--- config.mk ---
export PLATFORM = sky130hd
export DESIGN_NAME = oneshot_timer
export DESIGN_NICKNAME = d
export VERILOG_FILES = /design/src/rtl/pulse_timer_pkg.sv /design/src/rtl/shot_trig_detect.sv /design/src/rtl/shot_counter.sv /design/src/rtl/shot_compare.sv /design/src/rtl/shot_out_stage.sv /design/src/rtl/oneshot_timer.sv
export SDC_FILE = /design/constraint.sdc
export NUM_CORES = 1
export LEC_CHECK = 0
export BUFFER_PORTS_ARGS = -buffer_cell sky130_fd_sc_hd__buf_2
export CORE_MARGIN = 2
export CORE_UTILIZATION = 38
export CTS_BUF_LIST = sky130_fd_sc_hd__clkbuf_4
export CTS_CLUSTER_DIAMETER = 50
export DETAILED_ROUTE_END_ITERATION = 10
export PLACE_DENSITY_LB_ADDON = 0.3
export SETUP_SLACK_MARGIN = 0.5
export SYNTH_ARGS = -nofsm -noshare
export SYNTH_HDL_FRONTEND = slang
export SYNTH_SLANG_ARGS = --single-unit
--- constraint.sdc ---
create_clock -name clk -period 3.85 [get_ports clk]
set_input_delay 0.385 -clock clk [delete_from_list [all_inputs] [get_ports clk]]
set_output_delay 0.385 -clock clk [all_outputs]
set_load 0.01 [all_outputs]
--- src/rtl/pulse_timer_pkg.sv ---
package pulse_timer_pkg;

   typedef enum logic [1:0] {
      REF_FORCE_LO = 2'd0,
      REF_FORCE_HI = 2'd1,
      REF_PWM_A    = 2'd2,
      REF_PWM_B    = 2'd3
   } ref_mode_e;

   function automatic logic is_pwm(input ref_mode_e m);
      return (m == REF_PWM_A) || (m == REF_PWM_B);
   endfunction

   // level the reference holds once the compare match has happened
   function automatic logic post_match_level(input ref_mode_e m);
      return (m == REF_PWM_B);
   endfunction

endpackage

--- src/rtl/shot_trig_detect.sv ---
module shot_trig_detect #(
   parameter bit RISING = 1'b1
) (
   input  logic clk,
   input  logic rst_n,
   input  logic trig_i,
   output logic edge_o
);
   logic trig_q;

   always_ff @(posedge clk) begin
      if (!rst_n) trig_q <= 1'b0;
      else        trig_q <= trig_i;
   end

   generate
      if (RISING) begin : g_rise
         assign edge_o = trig_i & ~trig_q;
      end else begin : g_fall
         assign edge_o = ~trig_i & trig_q;
      end
   endgenerate

endmodule

--- src/rtl/shot_counter.sv ---
module shot_counter #(
   parameter int CNT_W = 16
) (
   input  logic             clk,
   input  logic             rst_n,
   input  logic             tick_i,
   input  logic             edge_i,
   input  logic [CNT_W-1:0] reload_i,
   output logic [CNT_W-1:0] count_o,
   output logic             run_o,
   output logic             launch_o,
   output logic             stop_o,
   output logic             update_o
);
   localparam logic [CNT_W-1:0] ONE = {{(CNT_W-1){1'b0}}, 1'b1};

   logic [CNT_W-1:0] cnt_q;
   logic             run_q;
   logic             upd_q;

   generate
      if (CNT_W < 2) begin : g_bad_width
         $error("shot_counter: CNT_W must be at least 2");
      end
   endgenerate

   assign launch_o = edge_i & ~run_q;
   assign stop_o   = run_q & tick_i & (cnt_q == reload_i);

   always_ff @(posedge clk) begin
      if (!rst_n) begin
         cnt_q <= '0;
         run_q <= 1'b0;
         upd_q <= 1'b0;
      end else begin
         upd_q <= stop_o;
         if (launch_o)    run_q <= 1'b1;
         else if (stop_o) run_q <= 1'b0;
         if (stop_o)                cnt_q <= '0;
         else if (run_q && tick_i)  cnt_q <= cnt_q + ONE;
      end
   end

   assign count_o  = cnt_q;
   assign run_o    = run_q;
   assign update_o = upd_q;

   assert_step_R2: assert property (@(posedge clk) disable iff (!rst_n)
      (run_q && tick_i && cnt_q != reload_i) |=> (cnt_q == $past(cnt_q) + ONE));
   assert_no_tick_hold_R2: assert property (@(posedge clk) disable iff (!rst_n)
      (run_q && !tick_i) |=> $stable(cnt_q));
   assert_wrap_stop_R3: assert property (@(posedge clk) disable iff (!rst_n)
      (run_q && tick_i && cnt_q == reload_i) |=> (cnt_q == '0 && !run_q));
   assert_idle_hold_R3: assert property (@(posedge clk) disable iff (!rst_n)
      (!run_q && !edge_i) |=> ($stable(cnt_q) && !run_q));
   assert_update_single_R4: assert property (@(posedge clk) disable iff (!rst_n)
      upd_q |=> !upd_q);
   assert_ignore_retrig_R9: assert property (@(posedge clk) disable iff (!rst_n)
      (run_q && !(tick_i && cnt_q == reload_i)) |=> run_q);
   assert_start_R1: assert property (@(posedge clk) disable iff (!rst_n)
      (edge_i && !run_q) |=> (run_q && $stable(cnt_q)));

endmodule

--- src/rtl/shot_compare.sv ---
module shot_compare
   import pulse_timer_pkg::*;
#(
   parameter int CNT_W = 16,
   parameter int DEPTH = 2
) (
   input  logic             clk,
   input  logic             rst_n,
   input  ref_mode_e        mode_i,
   input  logic [CNT_W-1:0] count_i,
   input  logic [CNT_W-1:0] compare_i,
   output logic             level_o
);
   logic             raw;
   logic [DEPTH-1:0] stg_q;
   logic [1:0]       warm_q;

   generate
      if (DEPTH < 1) begin : g_bad_depth
         $error("shot_compare: DEPTH must be at least 1");
      end
   endgenerate

   always_comb begin
      unique case (mode_i)
         REF_FORCE_LO: raw = 1'b0;
         REF_FORCE_HI: raw = 1'b1;
         REF_PWM_A:    raw = (count_i < compare_i);
         default:      raw = !(count_i < compare_i);
      endcase
   end

   always_ff @(posedge clk) begin
      if (!rst_n) stg_q[0] <= 1'b0;
      else        stg_q[0] <= raw;
   end

   generate
      for (genvar i = 1; i < DEPTH; i++) begin : g_stage
         always_ff @(posedge clk) begin
            if (!rst_n) stg_q[i] <= 1'b0;
            else        stg_q[i] <= stg_q[i-1];
         end
      end
   endgenerate

   assign level_o = stg_q[DEPTH-1];

   // warm-up counter so the latency check never looks past reset
   always_ff @(posedge clk) begin
      if (!rst_n)             warm_q <= 2'd0;
      else if (warm_q != 2'd3) warm_q <= warm_q + 2'd1;
   end

   assert_pwm_a_first_R5: assert property (@(posedge clk) disable iff (!rst_n)
      (mode_i == REF_PWM_A && count_i < compare_i) |=> stg_q[0]);
   assert_pwm_b_first_R5: assert property (@(posedge clk) disable iff (!rst_n)
      (mode_i == REF_PWM_B && count_i < compare_i) |=> !stg_q[0]);
   generate
      if (DEPTH == 2) begin : g_lat_chk
         assert_latency_R6: assert property (@(posedge clk) disable iff (!rst_n)
            (warm_q == 2'd3) |-> (level_o == $past(raw, 2)));
      end
   endgenerate

endmodule

--- src/rtl/shot_out_stage.sv ---
module shot_out_stage
   import pulse_timer_pkg::*;
#(
   parameter bit FAST_SUPPORT = 1'b1
) (
   input  logic      clk,
   input  logic      rst_n,
   input  logic      launch_i,
   input  logic      stop_i,
   input  logic      fast_en_i,
   input  ref_mode_e mode_i,
   input  logic      level_i,
   output logic      ref_o
);
   logic hold;

   generate
      if (FAST_SUPPORT) begin : g_fast
         logic hold_q;
         always_ff @(posedge clk) begin
            if (!rst_n)                                     hold_q <= 1'b0;
            else if (launch_i && fast_en_i && is_pwm(mode_i)) hold_q <= 1'b1;
            else if (stop_i)                                hold_q <= 1'b0;
         end
         assign hold = hold_q;
      end else begin : g_plain
         assign hold = 1'b0;
      end
   endgenerate

   assign ref_o = hold ? post_match_level(mode_i) : level_i;

   generate
      if (FAST_SUPPORT) begin : g_fast_chk
         assert_fast_force_R7: assert property (@(posedge clk) disable iff (!rst_n)
            (launch_i && fast_en_i && is_pwm(mode_i) && $stable(mode_i))
            |=> (ref_o == post_match_level(mode_i)));
      end
   endgenerate
   assert_force_modes_R8: assert property (@(posedge clk) disable iff (!rst_n)
      (launch_i && !is_pwm(mode_i)) |=> !hold);

endmodule

--- src/rtl/oneshot_timer.sv ---
module oneshot_timer
   import pulse_timer_pkg::*;
#(
   parameter int CNT_W        = 16,
   parameter int PIPE_DEPTH   = 2,
   parameter bit FAST_SUPPORT = 1'b1,
   parameter bit TRIG_RISING  = 1'b1
) (
   input  logic             clk,
   input  logic             rst_n,
   input  logic             tick_i,
   input  logic             trig_i,
   input  logic [1:0]       mode_i,
   input  logic             fast_en_i,
   input  logic [CNT_W-1:0] compare_i,
   input  logic [CNT_W-1:0] reload_i,
   output logic             ref_o,
   output logic [CNT_W-1:0] count_o,
   output logic             update_o
);
   ref_mode_e mode;
   logic      trig_edge;
   logic      run;
   logic      launch;
   logic      stop;
   logic      level;

   assign mode = ref_mode_e'(mode_i);

   shot_trig_detect #(.RISING(TRIG_RISING)) u_trig (
      .clk    (clk),
      .rst_n  (rst_n),
      .trig_i (trig_i),
      .edge_o (trig_edge)
   );

   shot_counter #(.CNT_W(CNT_W)) u_cnt (
      .clk      (clk),
      .rst_n    (rst_n),
      .tick_i   (tick_i),
      .edge_i   (trig_edge),
      .reload_i (reload_i),
      .count_o  (count_o),
      .run_o    (run),
      .launch_o (launch),
      .stop_o   (stop),
      .update_o (update_o)
   );

   shot_compare #(.CNT_W(CNT_W), .DEPTH(PIPE_DEPTH)) u_cmp (
      .clk       (clk),
      .rst_n     (rst_n),
      .mode_i    (mode),
      .count_i   (count_o),
      .compare_i (compare_i),
      .level_o   (level)
   );

   shot_out_stage #(.FAST_SUPPORT(FAST_SUPPORT)) u_out (
      .clk       (clk),
      .rst_n     (rst_n),
      .launch_i  (launch),
      .stop_i    (stop),
      .fast_en_i (fast_en_i),
      .mode_i    (mode),
      .level_i   (level),
      .ref_o     (ref_o)
   );

   assert_reset_state_R10: assert property (@(posedge clk)
      !rst_n |=> (count_o == '0 && !update_o && !ref_o && !run));

endmodule

# == Word level (Yosys, flattened, before mapping) ==
# Index checks and enable logic that the tools add are counted.
# totals
ff_bits,22
inputBits,39
out_inout_bits,18
# classes
addsub,1
order_cmp,1
n_eq_ne,4
n_mux,5
bitwise_logic,7
n_reduce_logical,9
# op_table
operator,count
$add A16 B1 Y16 const B,1
$eq A16 B16 Y1,1
$lt A16 B16 Y1,1
$and A1 B1 Y1,4
$eq A2 B2 Y1 const B,2
$mux W1,4
$reduce_bool A2 Y1,2
$logic_and A1 B1 Y1,3
$not A1 Y1,3
$pmux W1 S3,1
$eq A2 B1 Y1 const B,1
$logic_not A2 Y1,1
$reduce_or A2 Y1,1
$logic_not A1 Y1,1
$logic_or A1 B1 Y1,1

# == Depth between registers and ports, before layout ==
# logic_depth
ltp_word,6
mapped_depth,7

# == Modules after synthesis ==
# From an unflattened synthesis, not the netlist that was laid out.
# hier_totals
cells_unflattened,180
area_unflattened_um2,1562.7
# modules_own_cells
mod,n_inst,cells_each,area_each_um2
shot_counter,1,111,979.7
shot_compare,1,59,491.7
shot_out_stage,1,7,51.3
shot_trig_detect,1,3,40.0

# == Least setup slack after synthesis ==
# Ideal clock, no wire load.
# synth_path
path_type,register to register
from,register u_cnt.cnt_q[6] (netlist: u_cnt.count_o[6])
to,register u_cnt.cnt_q[6] (netlist: u_cnt.count_o[6])
setup_time_ns,0.115
arrival_ns,1.697
required_ns,3.735
path_slack_ns,2.038
path_stages_with_launch,7
n_path_buf,1
synth_period_minus_slack_ns,1.812
path_cell_list,dfxtp_1 -> xor2_1 -> nor4_1 -> nand2_1 -> o41ai_4 -> buf_6 -> nor2_1
# synth_between
elab_chain_len,3
elab_cells_between_ends,4
classes_between,add/sub (1); eq/ne (1); bitwise (1); reduce/logical (1)
# synth_rtl
element,line,source
start: declaration,shot_counter.sv:17,logic [CNT_W-1:0] cnt_q;
start signal: assignment,shot_counter.sv:40,else if (run_q && tick_i) cnt_q <= cnt_q + ONE;
branches (longest 3 deep; another with $add A16 B1 Y16),-,
# Parallel ways; which one is timed is not known.
# A chain may end at the register's enable or synchronous reset.

# == Worst setup path in the final report ==
# layout_path
from,register u_cnt.cnt_q[6] (netlist: u_cnt.count_o[6])
to,register u_out.g_fast.hold_q
# layout_between
elab_chain_len,3
# layout_rtl
element,line,source
$eq A16 B16 Y1,shot_counter.sv:28,assign stop_o = run_q & tick_i & (cnt_q == reload_i);
$and A1 B1 Y1,shot_counter.sv:28,
$reduce_bool A2 Y1 (no source line),-,
end signal: assignment,shot_out_stage.sv:21,if (!rst_n) hold_q <= 1'b0;
end signal: assignment,shot_out_stage.sv:22,else if (launch_i && fast_en_i && is_pwm(mode_i)) hold_q <= 1'b1;
end signal: assignment,shot_out_stage.sv:23,else if (stop_i) hold_q <= 1'b0;
end: declaration,shot_out_stage.sv:19,logic hold_q;
# No other way between the ends.

==> impl_metrics.ini <==
[power_and_ir_drop]
vdd_drop_max_mv = 0.2047
power-per-cell-area_nw_per_um2 = 257.5
leakage_uw = 0.0009344
finalPower_uw = 478.1

[grt]
grt_overflow = 0
antenna_found_initial = 0
grt_max_degree = 19
grtUsageTotal_pct = 16.45
grt_pass1_vias = 1204
grt_first_pass_wirelength_um = 5485

[layout]
final_util_pct = 49.97
syn_to_final_growth_pct = 25.13
nNetsFinal = 290
layout-drive-gt1-share_pct = 26.50
layoutNonFillerInstCount = 282
diodes = 0

[worst_setup_path]
path_cells = xor2_1 > nor4_1 > nand2_1 > o41ai_4 > o32ai_1
cp_max_fo = 18
crit_arrival_ps = 2490
worst_ep_required_time_ps = 4010
rrSetupSlack_ps = 1520
path_buf_inv = 0
crit_slowest_cell = o41ai_4
critPathCaptureType = flop
start_kind = flop
crit_type = flop to flop
crit_family = compound AO/OA/AOI/OAI gates
cp_slowest_stage_delay_ps = 940

[clock_network]
cts-root-buf = clkbuf_4
cts_buffer_depth = 2
cts_resized = 0
cts.sinks = 22
cts_post_setup_buffers_inserted = 0
postCtsHoldBufs = 0
clk_latency_ps = 310
cts_tree = built
cts-buffers-inserted = 3
h-tree-depth = 1
cts.clk_slew.worst_paths_ps = 130

[synth]
ys_warn_count = 0
ys_seq_area_share_pct = 29.68
synth_area_um2 = 1484
synth_cell_type_count = 29
syn_area_per_cell_um2 = 8.384
synthCells = 177
synth-seq-cells = 22
synth_fp_nets = 232

[sta]
timing.fmax_ghz = 0.4293
final-max-slew-violation-count = 0
max_slew_margin_pct = 32.68
clock_skew_ps = 2.951
finalSetupTns_ps = 0
finalSetupViolCount = 0
hold_viol_final = 0
period_share_pct = 60.51
period_minus_slack_ps = 2329
rsz0062_at_grt = no
worst_slew_pin_slew_ps = 1006

[place]
portBuffers = 56
post-place-cells = 278
finalWeightedCongestion = 0.8025
hpwlAfterDp_um = 2827

[route]
routed_wl_um = 3428
antenna_left = 0
via_count = 1351
routedWlPerCell_um = 12.16
drtIter0Drc = 64
firstDrtPassIters = 4
drc = 0
vias_per_cell = 4.791

[run]
drv_cap = 0

[run_status]
run_status = complete, no violations

[die]
initial_core_util_pct = 39.93
dieArea_um2 = 4421
die_h_um = 66.49
ios = 57
die_w_um = 66.49
core.rowCount = 22
core_um2 = 3716

[hold_path]
hold_class = input pin to flop
==> registers in the layout, indices dropped and copies added (netlist names) <==
signal	count
u_cmp.level_o	1
u_cnt.update_o	1
u_cnt.count_o	16
u_trig.trig_q	1
u_cnt.run_o	1
u_cmp.stg_q	1
u_out.g_fast.hold_q	1
==> report_power, final <==
part	switching (µW)	leakage, µW	internal [µW]	total [µW]
clock network	73.3	0.0000279	105	179
registers	4.84	0.000178	232	237
logic	30.3	0.000728	32.2	62.5
==> worst paths after layout <==
path / from / to / cells after the start
max reg2reg: u_cnt.count_o[6] / u_out.g_fast.hold_q / 5
min: trig_i / u_trig.trig_q / 2
min reg2reg: u_cmp.stg_q[0] / u_cmp.level_o / 1
max: u_cnt.count_o[6] / u_out.g_fast.hold_q / 5
==> worst reg2reg max path, cell delays in order (launching register included) <==
cell     delay [ps]
dfxtp_1         510
xor2_1          120
nor4_1          280
nand2_1         160
o41ai_4         940
o32ai_1         170
==> layout make-up <==
class	count	area (µm²)
Clock buffer	3	22.52
Clock inverter	1	30.03
Fill cell	395	1859
Inverter	21	78.83
Multi-Input combinational cell	131	944.7
Sequential cell	22	440.4
Tap cell	48	60.06
Timing Repair Buffer	56	280.3
==> synth_stat cells, drive strengths merged <==
cell,n,area (µm²)
a2111oi,1,8.760
a21o,2,15.01
a21oi,6,30.03
a41o,1,10.01
and2,4,25.02
and4,3,27.53
buf,1,11.26
clkbuf,2,8.750
dfxtp,22,440.4
ha,16,200.2
inv,21,78.83
mux2i,2,20.02
nand2,12,45.04
nand2b,3,18.77
nand3,10,50.05
nand4,6,37.54
nor2,18,67.56
nor3,3,15.01
nor3b,1,7.510
nor4,5,31.28
o2111ai,1,8.760
o21ai,3,15.01
o32ai,1,8.760
o41ai,1,27.53
or3,2,12.51
xnor2,16,140.1
xor2,14,122.6
==> per-stage QoR <==
| step | setup slack, ps | hold slack, ps | area (µm²) |
|---|---|---|---|
| 2_1_floorplan | 2038 | 411.8 | 1484 |
| 3_3_place_gp | 1533 | 439.7 | 1804 |
| 3_5_place_dp | 1437 | 425.7 | 1804 |
| 4_1_cts | 1510 | 272.8 | 1857 |
| 5_1_grt | 1305 | 292.2 | 1857 |
| 6_report | 1521 | 290.6 | 1857 |
==> placed cells by master, fill, tap and decap left out <==
master / count
nor3_1: 3
a21o_1: 2
and2_1: 4
inv_1: 21
nor2_1: 18
nand3_1: 10
clkbuf_4: 3
xnor2_1: 16
o2111ai_1: 1
o21ai_0: 3
nor4_1: 5
nor3b_1: 1
nand2b_1: 3
a2111oi_0: 1
mux2i_1: 2
o41ai_4: 1
buf_2: 56
bufinv_16: 1
ha_1: 16
xor2_1: 14
dfxtp_1: 22
and4_1: 2
and4_2: 1
or3_1: 2
o32ai_1: 1
a41o_1: 1
a21oi_1: 6
nand4_1: 6
nand2_1: 12
==> layer usage <==
layer / global-route usage [%] / vias to the layer above / part of all wire [%]
met4: 3.061 / 0 / 0.44
met2: 26.38 / 42 / 47
met3: 4.223 / 2 / 6.6
li1: - / 717 / -
met1: 22.31 / 590 / 46
met5: 0 / - / 0
==> cell families after synthesis <==
kind of cell | Yosys count | synth area share (%)
buf+inv | 24 | 6.661
fa+ha+maj | 16 | 13.49
mux | 2 | 1.349
compound gates | 16 | 8.347
flops | 22 | 29.68
simple gates | 67 | 22.77
xor+xnor | 30 | 17.71
Note: power is estimated with default switching activity, not from simulation.
